File: src/rtl/flash_pwr_pkg.sv
package flash_pwr_pkg;

   typedef enum logic [2:0] {
      CMD_NONE = 3'd0,
      CMD_WREN = 3'd1,
      CMD_WRDI = 3'd2,
      CMD_PROG = 3'd3,
      CMD_DPD  = 3'd4,
      CMD_REL  = 3'd5,
      CMD_MISC = 3'd6
   } cmd_e;

   typedef enum logic [1:0] {
      PWR_STBY = 2'b00,
      PWR_ACT  = 2'b01,
      PWR_DEEP = 2'b10
   } pwr_e;

endpackage

File: src/rtl/flash_frame_trk.sv
module flash_frame_trk
   import flash_pwr_pkg::*;
(
   input  logic clk,
   input  logic rst_n,
   input  logic cs_n,
   input  logic frame_ok,
   input  cmd_e cmd_in,
   input  logic dpd_q,
   output logic cs_sel,
   output logic exec_valid,
   output cmd_e exec_cmd
);

   logic cs_q, cs_qq, fo_q, rise;
   cmd_e pend_q;

   always_ff @(posedge clk or negedge rst_n) begin
      if (!rst_n) begin
         cs_q   <= 1'b1;
         cs_qq  <= 1'b1;
         fo_q   <= 1'b0;
         pend_q <= CMD_NONE;
      end else begin
         cs_q  <= cs_n;
         cs_qq <= cs_q;
         fo_q  <= frame_ok;
         if (rise)
            pend_q <= CMD_NONE;
         else if (!cs_n && cmd_in != CMD_NONE && (!dpd_q || cmd_in == CMD_REL))
            pend_q <= cmd_in;
      end
   end

   assign rise       = cs_q & ~cs_qq;
   assign cs_sel     = ~cs_q;
   assign exec_valid = rise & fo_q & (pend_q != CMD_NONE);
   assign exec_cmd   = pend_q;

   // once asleep, only a release may be waiting
   p_sleep_filter_r9: assert property (@(posedge clk) disable iff (!rst_n)
      (dpd_q && pend_q != CMD_NONE) |-> pend_q == CMD_REL);

   // an executed command is consumed
   p_pending_consumed_r5: assert property (@(posedge clk) disable iff (!rst_n)
      exec_valid |=> !exec_valid);

endmodule

File: src/rtl/flash_wr_status.sv
module flash_wr_status
   import flash_pwr_pkg::*;
#(
   parameter bit WEL_CLR_AT_GRANT = 1'b0
)(
   input  logic clk,
   input  logic rst_n,
   input  logic exec_valid,
   input  cmd_e exec_cmd,
   input  logic eng_busy,
   input  logic dpd_q,
   output logic wip,
   output logic wel,
   output logic wr_grant
);

   logic wip_q, wel_q, seen_q, grant_q;
   logic grant, done, wel_set, wel_clr_cmd, wel_clr_evt;
   logic wip_n, wel_n, seen_n;

   assign wel_set     = exec_valid && exec_cmd == CMD_WREN && !wip_q && !dpd_q;
   assign wel_clr_cmd = exec_valid && exec_cmd == CMD_WRDI && !wip_q;
   assign grant       = exec_valid && exec_cmd == CMD_PROG && wel_q && !wip_q && !dpd_q;
   assign done        = wip_q && seen_q && !eng_busy;

   generate
      if (WEL_CLR_AT_GRANT) begin : g_clr_grant
         assign wel_clr_evt = grant;
      end else begin : g_clr_done
         assign wel_clr_evt = done;
      end
   endgenerate

   always_comb begin
      wip_n  = grant | eng_busy | (wip_q & ~done);
      seen_n = wip_n & (seen_q | eng_busy);
      wel_n  = wel_q;
      if (wel_clr_cmd || wel_clr_evt)
         wel_n = 1'b0;
      else if (wel_set)
         wel_n = 1'b1;
   end

   always_ff @(posedge clk or negedge rst_n) begin
      if (!rst_n) begin
         wip_q   <= 1'b0;
         wel_q   <= 1'b0;
         seen_q  <= 1'b0;
         grant_q <= 1'b0;
      end else begin
         wip_q   <= wip_n;
         wel_q   <= wel_n;
         seen_q  <= seen_n;
         grant_q <= grant;
      end
   end

   assign wip      = wip_q;
   assign wel      = wel_q;
   assign wr_grant = grant_q;

   p_grant_sets_wip_r6: assert property (@(posedge clk) disable iff (!rst_n)
      wr_grant |-> wip_q);

   p_grant_pulse_r6: assert property (@(posedge clk) disable iff (!rst_n)
      wr_grant |=> !wr_grant);

   p_busy_holds_wip_r7: assert property (@(posedge clk) disable iff (!rst_n)
      eng_busy |=> wip_q);

   // the latch does not move while a cycle runs, except on completion
   p_latch_frozen_r11: assert property (@(posedge clk) disable iff (!rst_n)
      (wip_q && !done && !WEL_CLR_AT_GRANT) |=> $stable(wel_q));

   generate
      if (!WEL_CLR_AT_GRANT) begin : g_chk_done
         p_wel_clear_done_r7: assert property (@(posedge clk) disable iff (!rst_n)
            $fell(wip_q) |-> !wel_q);
      end
   endgenerate

endmodule

File: src/rtl/flash_pwr_mode.sv
module flash_pwr_mode
   import flash_pwr_pkg::*;
(
   input  logic clk,
   input  logic rst_n,
   input  logic exec_valid,
   input  cmd_e exec_cmd,
   input  logic wip,
   input  logic cs_sel,
   output logic dpd_q,
   output pwr_e pwr_state
);

   always_ff @(posedge clk or negedge rst_n) begin
      if (!rst_n)
         dpd_q <= 1'b0;
      else if (exec_valid && exec_cmd == CMD_REL)
         dpd_q <= 1'b0;
      else if (exec_valid && exec_cmd == CMD_DPD && !wip)
         dpd_q <= 1'b1;
   end

   always_comb begin
      if (dpd_q)
         pwr_state = PWR_DEEP;
      else if (cs_sel || wip)
         pwr_state = PWR_ACT;
      else
         pwr_state = PWR_STBY;
   end

   p_sel_active_r3: assert property (@(posedge clk) disable iff (!rst_n)
      cs_sel |-> pwr_state != PWR_STBY);

   p_wip_active_r4: assert property (@(posedge clk) disable iff (!rst_n)
      wip |-> pwr_state != PWR_STBY);

   p_sleep_needs_idle_r8: assert property (@(posedge clk) disable iff (!rst_n)
      $rose(dpd_q) |-> $past(!wip));

endmodule

File: src/rtl/flash_pwr_status_ctl.sv
module flash_pwr_status_ctl
   import flash_pwr_pkg::*;
#(
   parameter int STATUS_W         = 8,
   parameter int WIP_POS          = 0,
   parameter int WEL_POS          = 1,
   parameter bit WEL_CLR_AT_GRANT = 1'b0
)(
   input  logic                clk,
   input  logic                rst_n,
   input  logic                cs_n,
   input  logic                frame_ok,
   input  logic                cmd_wren,
   input  logic                cmd_wrdi,
   input  logic                cmd_prog,
   input  logic                cmd_dpd,
   input  logic                cmd_rel,
   input  logic                cmd_misc,
   input  logic                eng_busy,
   output logic [STATUS_W-1:0] status,
   output logic [1:0]          pwr_state,
   output logic                cmd_block,
   output logic                wr_grant
);

   localparam int FLAG_CNT = 2;

   generate
      if (STATUS_W < FLAG_CNT) begin : g_bad_width
         $error("STATUS_W too small for the status flags");
      end
      if (WIP_POS == WEL_POS || WIP_POS >= STATUS_W || WEL_POS >= STATUS_W
          || WIP_POS < 0 || WEL_POS < 0) begin : g_bad_pos
         $error("status flag positions invalid");
      end
   endgenerate

   cmd_e cmd_in, exec_cmd;
   logic exec_valid, cs_sel, dpd_q, wip, wel;
   pwr_e pwr_e_s;

   always_comb begin
      if (cmd_rel)       cmd_in = CMD_REL;
      else if (cmd_dpd)  cmd_in = CMD_DPD;
      else if (cmd_wrdi) cmd_in = CMD_WRDI;
      else if (cmd_wren) cmd_in = CMD_WREN;
      else if (cmd_prog) cmd_in = CMD_PROG;
      else if (cmd_misc) cmd_in = CMD_MISC;
      else               cmd_in = CMD_NONE;
   end

   flash_frame_trk u_frame (
      .clk        (clk),
      .rst_n      (rst_n),
      .cs_n       (cs_n),
      .frame_ok   (frame_ok),
      .cmd_in     (cmd_in),
      .dpd_q      (dpd_q),
      .cs_sel     (cs_sel),
      .exec_valid (exec_valid),
      .exec_cmd   (exec_cmd)
   );

   flash_wr_status #(.WEL_CLR_AT_GRANT(WEL_CLR_AT_GRANT)) u_wr (
      .clk        (clk),
      .rst_n      (rst_n),
      .exec_valid (exec_valid),
      .exec_cmd   (exec_cmd),
      .eng_busy   (eng_busy),
      .dpd_q      (dpd_q),
      .wip        (wip),
      .wel        (wel),
      .wr_grant   (wr_grant)
   );

   flash_pwr_mode u_pwr (
      .clk        (clk),
      .rst_n      (rst_n),
      .exec_valid (exec_valid),
      .exec_cmd   (exec_cmd),
      .wip        (wip),
      .cs_sel     (cs_sel),
      .dpd_q      (dpd_q),
      .pwr_state  (pwr_e_s)
   );

   always_comb begin
      status          = '0;
      status[WIP_POS] = wip;
      status[WEL_POS] = wel;
   end

   assign pwr_state = pwr_e_s;
   assign cmd_block = dpd_q;

   p_block_means_deep_r8: assert property (@(posedge clk) disable iff (!rst_n)
      cmd_block |-> pwr_state == PWR_DEEP);

   p_spare_bits_zero_r2: assert property (@(posedge clk) disable iff (!rst_n)
      $countones(status) <= FLAG_CNT);

endmodule

File: config.mk
export PLATFORM = sky130hd
export DESIGN_NAME = flash_pwr_status_ctl
export DESIGN_NICKNAME = d
export VERILOG_FILES = /design/src/rtl/flash_pwr_pkg.sv /design/src/rtl/flash_frame_trk.sv /design/src/rtl/flash_wr_status.sv /design/src/rtl/flash_pwr_mode.sv /design/src/rtl/flash_pwr_status_ctl.sv
export SDC_FILE = /design/constraint.sdc
export NUM_CORES = 1
export LEC_CHECK = 0
export BUFFER_PORTS_ARGS = -buffer_cell sky130_fd_sc_hd__clkbuf_2
export CAP_MARGIN = 10
export CORE_AREA = 2 2 39 41
export CTS_CLUSTER_DIAMETER = 60
export DETAILED_ROUTE_END_ITERATION = 10
export DIE_AREA = 0 0 41 43
export GPL_ROUTABILITY_DRIVEN = 0
export GPL_TIMING_DRIVEN = 0
export MAX_ROUTING_LAYER = met4
export PLACE_DENSITY_LB_ADDON = 0.08
export SLEW_MARGIN = 20
export SYNTH_ARGS = -nofsm -noshare
export SYNTH_HDL_FRONTEND = slang
export SYNTH_SLANG_ARGS = --single-unit
File: constraint.sdc
create_clock -name clk -period 1.5 [get_ports clk]
set_clock_uncertainty 0.15 [all_clocks]
set_input_delay 0.225 -clock clk [delete_from_list [all_inputs] [get_ports clk]]
set_output_delay 0.225 -clock clk [all_outputs]
set_load 0.01 [all_outputs]
# --- After elaboration in Yosys (flattened, before gate mapping) ---
# Cells that the tools add are included.
# W data, S select, Z words.
op_classes:
  reduce_logical: 28
  n_mux: 14
  n_bitwise: 11
  eq_ne: 6
op_table:
  columns: ["operator", "count"]
  rows:
  - ["$mux W3", 8]
  - ["$logic_and A1 B1 Y1", 16]
  - ["$eq A3 B3 Y1 const B", 3]
  - ["$eq A3 B2 Y1 const B", 2]
  - ["$reduce_bool A2 Y1", 3]
  - ["$reduce_bool A3 Y1", 2]
  - ["$and A1 B1 Y1", 5]
  - ["$mux W1", 5]
  - ["$logic_not A1 Y1", 4]
  - ["$eq A3 B1 Y1 const B", 1]
  - ["$logic_or A1 B1 Y1", 3]
  - ["$not A1 Y1", 3]
  - ["$or A1 B1 Y1", 3]
  - ["$mux W2", 1]
word_totals:
  regBits: 11
  in_bits: 11
  wordCells: 68
  output_inout_bits: 12

# --- Depth between registers and ports, before layout ---
depth:
  ltp_word: 11
  ltp_mapped: 4
  mapped_depth_nobuf: 4

# --- Modules after synthesis ---
# A second synthesis with hierarchy kept.
unflattened:
  cells_unflattened: 67
  hier_area_um2: 659.4
modules_own_cells:
  columns: ["mod", "area_per_inst_um2", "cells_per_inst", "n_inst"]
  rows:
  - ["flash_frame_trk", 295.3, 28, 1]
  - ["flash_wr_status", 182.7, 16, 1]
  - ["flash_pwr_status_ctl", 112.6, 16, 1]
  - ["flash_pwr_mode", 68.8, 7, 1]

# --- Least setup slack after synthesis ---
# OpenSTA, ideal clock, no wires.
synth_path:
  path_type: "reg-to-reg"
  start: "reg u_frame.cs_qq"
  end: "reg u_pwr.dpd_q"
  path_stages_with_launch: 5
  t_arrival_ps: 1084
  setup_slack_ps: 137
  setup_ps: 129
  required_ps: 1221
  period_less_slack_ps: 1363
  cell_sequence: "dfstp_2 -> and2b_1 -> and3b_1 -> a31oi_1 -> a31oi_1"
synth_via:
  elab_chain_cells: 7
  word_cells_on_any_way: 9
synth_rtl:
  columns: ["item", "line_no", "text"]
  rows:
  - ["start: declaration", "flash_frame_trk.sv:15", "logic cs_q, cs_qq, fo_q, rise;"]
  - ["start signal: assignment", "flash_frame_trk.sv:26", "cs_qq <= cs_q;"]
  - ["$not A1 Y1 (*)", "flash_frame_trk.sv:35", "assign rise = cs_q & ~cs_qq;"]
  - ["$and A1 B1 Y1 (*)", "flash_frame_trk.sv:35", null]
  - ["$and A1 B1 Y1 (*) (2 in a row)", "flash_frame_trk.sv:37", "assign exec_valid = rise & fo_q & (pend_q != CMD_NONE);"]
  - ["$logic_and A1 B1 Y1 (2 in a row)", "flash_pwr_mode.sv:19", "else if (exec_valid && exec_cmd == CMD_DPD && !wip)"]
  - ["$reduce_bool A2 Y1 (no line)", null, null]
  - ["end signal: assignment", "flash_pwr_mode.sv:16", "dpd_q <= 1'b0;"]
  - ["end signal: assignment", "flash_pwr_mode.sv:18", "dpd_q <= 1'b0;"]
  - ["end signal: assignment", "flash_pwr_mode.sv:20", "dpd_q <= 1'b1;"]
  - ["end: declaration", "flash_pwr_mode.sv:10", "output logic dpd_q,"]
# Mark *: on every way between the ends. The rest lies on a longest branch, timed or not.
# A chain may end at the register's enable or synchronous reset.

# --- Worst setup path in the final report ---
layout_path:
  start: "reg u_frame.cs_qq"
  end: "reg u_wr.wip_q (netlist: u_wr.wip)"
layout_via:
  elab_chain_cells: 10
layout_rtl:
  columns: ["item", "line_no", "text"]
  rows:
  - ["$not A1 Y1", "flash_frame_trk.sv:35", null]
  - ["$and A1 B1 Y1", "flash_frame_trk.sv:35", null]
  - ["$and A1 B1 Y1 (2 in a row)", "flash_frame_trk.sv:37", null]
  - ["$logic_and A1 B1 Y1 (4 in a row)", "flash_wr_status.sv:23", "assign grant = exec_valid && exec_cmd == CMD_PROG && wel_q && !wip_q && !dpd_q;"]
  - ["net u_wr.grant", "flash_wr_status.sv:18", "logic grant, done, wel_set, wel_clr_cmd, wel_clr_evt;"]
  - ["$or A1 B1 Y1 (2 in a row)", "flash_wr_status.sv:35", "wip_n = grant | eng_busy | (wip_q & ~done);"]
  - ["net u_wr.wip_n", "flash_wr_status.sv:19", "logic wip_n, wel_n, seen_n;"]
  - ["end signal: assignment", "flash_wr_status.sv:51", "wip_q <= wip_n;"]
  - ["end: declaration", "flash_wr_status.sv:17", "logic wip_q, wel_q, seen_q, grant_q;"]
# The timed path passes the listed nets, and every way through them passes these cells.

==> flow_metrics.tcl <==
set metrics [dict create \
    synthAdderAreaFrac_pct 0 \
    clock_path_buffers 2 \
    die_area_um2 1760 \
    swShare_pct 30.1 \
    final_cell_area_um2 763 \
    grt.overflow.total 0 \
    area_growth_pct 33.2 \
    crit_path_end_kind "flip-flop" \
    min_path_type "in2reg" \
    yosysSeqAreaShare_pct 48.5 \
    clkSlewWorstSetupHoldPaths_ns 0.07 \
    critPathRequiredTime_ns 1.51 \
    hold_viol 0 \
    cts.sinks 11 \
    drtPass1Iterations 4 \
    max_cap_viol_count 0 \
    io_pins 23 \
    clkPwrFrac_pct 25.2 \
    fin_crit_ns 1.44 \
    wl_um 1010 \
    first_global_vias 406 \
    yosys_register_bits 11 \
    drc 0 \
    insertion_delay_ns 0.27 \
    max_freq_ghz 0.694 \
    core_area_um2 1380 \
    place_area_um2 692 \
    seqPwrFrac_pct 48.3 \
    num_rows 14 \
    drtIter0Drc 9 \
    numCtsBuffers 3 \
    cp.arrival_ns 1.45 \
    cts_tree "yes" \
    p_leak_nw 0.387 \
    synth-xor-area-share_pct 0 \
    avgRoutedWirePerCell_um 10.2 \
    power_density_nw_per_um2 1010 \
    drive_above_1_share_pct 43.4 \
    startpoint_type "flip-flop" \
    antenna_cells_inserted 0 \
    yosys_warnings 0 \
    vias_per_cell 4.71 \
    synth-compound-area-share_pct 19.7 \
    dp_hpwl_um 771 \
    combPwrFrac_pct 26.4 \
    synth_top_family_by_area "compound AO/OA/AOI/OAI gates" \
    grt_first_pass_wirelength_um 1620 \
    die_h_um 43 \
    worst-r2r-setup-slack_ns 0.06 \
    finalSetupViolCount 0 \
    grt_max_degree 12 \
    syn_area_um2 573 \
    fin_util_pct 55.2 \
    cts_root_buffer "clkbuf_4" \
    syn_inst 55 \
    synth.area.mux_share_pct 1.75 \
    postRouteAntennaNets 0 \
    dp_cells 92 \
    synthSimpleGateAreaFrac_pct 15.1 \
    ir_drop_mv 0.634 \
    antenna_found_initial 0 \
    syn_avg_cell_area_um2 10.4 \
    worstSetupPathType "reg2reg" \
    io_buffers 16 \
    vias 466 \
    finalNetCount 95 \
    final.period_utilization_pct 96.0 \
    cp_max_fo 5 \
    final_cells 99 \
    setup_tns_ns 0 \
    start_util_pct 41.4 \
    synth_cell_type_count 25 \
    p_int_mw 0.541 \
    p_sw_mw 0.233 \
    grt_usage_pct 14.5 \
    drv_slew 0 \
    h-tree-depth 1 \
    run_status "finished clean" \
    die_w_um 41 \
]
-- routing by layer --
metal,up-vias,wire (um),GRT usage (%)
met5,-,0,-
met4,0,7,6.00
met3,2,46,7.85
met1,214,431,16.1
li1,240,-,-
met2,10,527,20.9
-- synthesized netlist by cell type (all sizes together) --
library cell  instances  share of area (%)
mux2i                 1                1.7
dfstp                 2                9.2
nor3b                 1                2.2
dfrtp                 9                 39
buf                   9                 12
o32ai                 1                1.5
a221oi                1                2.6
nand4                 1                1.1
o21bai                1                1.3
nand2                 1               0.65
nor2                  6                3.9
o311ai                1                1.5
nor2b                 1                1.1
a21oi                 3                2.6
and2b                 1                1.3
a21o                  1                1.3
a211oi                3                3.9
nor4                  1                2.2
or3                   1                1.1
conb                  1               0.65
inv                   4                2.6
and3b                 1                1.5
a211o                 1                1.5
a31oi                 3                3.3
-- power by group through the flow --
stage / sequential, mW / clock (mW) / combinational (mW)
2_1_floorplan: 0.370 / 0 / 0.122
3_3_place_gp: 0.375 / 0 / 0.192
3_5_place_dp: 0.377 / 0 / 0.194
4_1_cts: 0.371 / 0.213 / 0.200
5_1_grt: 0.382 / 0.223 / 0.232
6_report: 0.374 / 0.195 / 0.205
-- critical path, stage by stage (launching register included) --
cell	delay, ns
dfstp_2	0.51
and2b_2	0.24
nand4_1	0.14
nor2_2	0.07
a211o_1	0.22
-- final timing paths --
path	startpoint	endpoint	cells after the start
min reg2reg	u_frame.cs_q	u_frame.cs_qq	0
max reg2reg	u_frame.cs_qq	u_wr.wip	4
max in group asynchronous	rst_n	u_frame.cs_q	2
max	u_frame.cs_qq	u_wr.wip	4
min	eng_busy	u_wr.seen_q	2
min in group asynchronous	rst_n	u_wr.wip	2
-- cell type report --
cell class | instances | area [um2]
Fill cell | 129 | 621
Sequential cell | 11 | 278
Multi-Input combinational cell | 36 | 246
Timing Repair Buffer | 19 | 110
Buffer | 9 | 67.6
Clock buffer | 4 | 26.3
Tap cell | 16 | 20.0
Inverter | 4 | 15.0
-- kinds of logic (layout without fill, tap and decap cells) --
group                  Yosys count  in the layout
other                            1              6
buffers and inverters           13             36
multiplexers                     1              1
AND/OR/NAND/NOR                 14             14
AO/OA/AOI/OAI                   15             15
flip-flops                      11             11
-- sequential cells by signal (all words and copies together), names as in the netlist --
register / count
u_frame.fo_q: 1
u_frame.cs_q: 1
u_wr.wel: 1
u_wr.wip: 1
u_wr.wr_grant: 1
u_frame.exec_cmd: 3
u_wr.seen_q: 1
u_frame.cs_qq: 1
u_pwr.dpd_q: 1
-- cell usage in the layout (no fill, tap or decap), types with 2 or more instances in the layout --
master	instances
a211oi_1	3
a21oi_1	3
a31oi_1	3
buf_4	9
clkbuf_2	16
clkbuf_4	3
conb_1	6
dfrtp_1	9
dfstp_2	2
dlygate4sd3_1	3
inv_1	3
nor2_1	5
-- through the flow --
stage / hold WS, ns / setup slack, ns / power [mW]
CTS: 0.0154 / 0.0316 / 0.785
detailed placement: -0.0371 / 0.0609 / 0.571
global route: 0.0277 / -0.0116 / 0.836
floorplan: -0.221 / 0.137 / 0.492
global placement: -0.0413 / 0.0556 / 0.568
finish: 0.0302 / 0.0599 / 0.774
-- repair_timing --
item	in CTS	in global routing
endpoints found under the hold margin	13	0
hold buffers	3	0
setup endpoints to repair	0	4
resized for setup	0	3
setup buffers	0	0
Note: power is estimated with default switching activity, not from simulation.
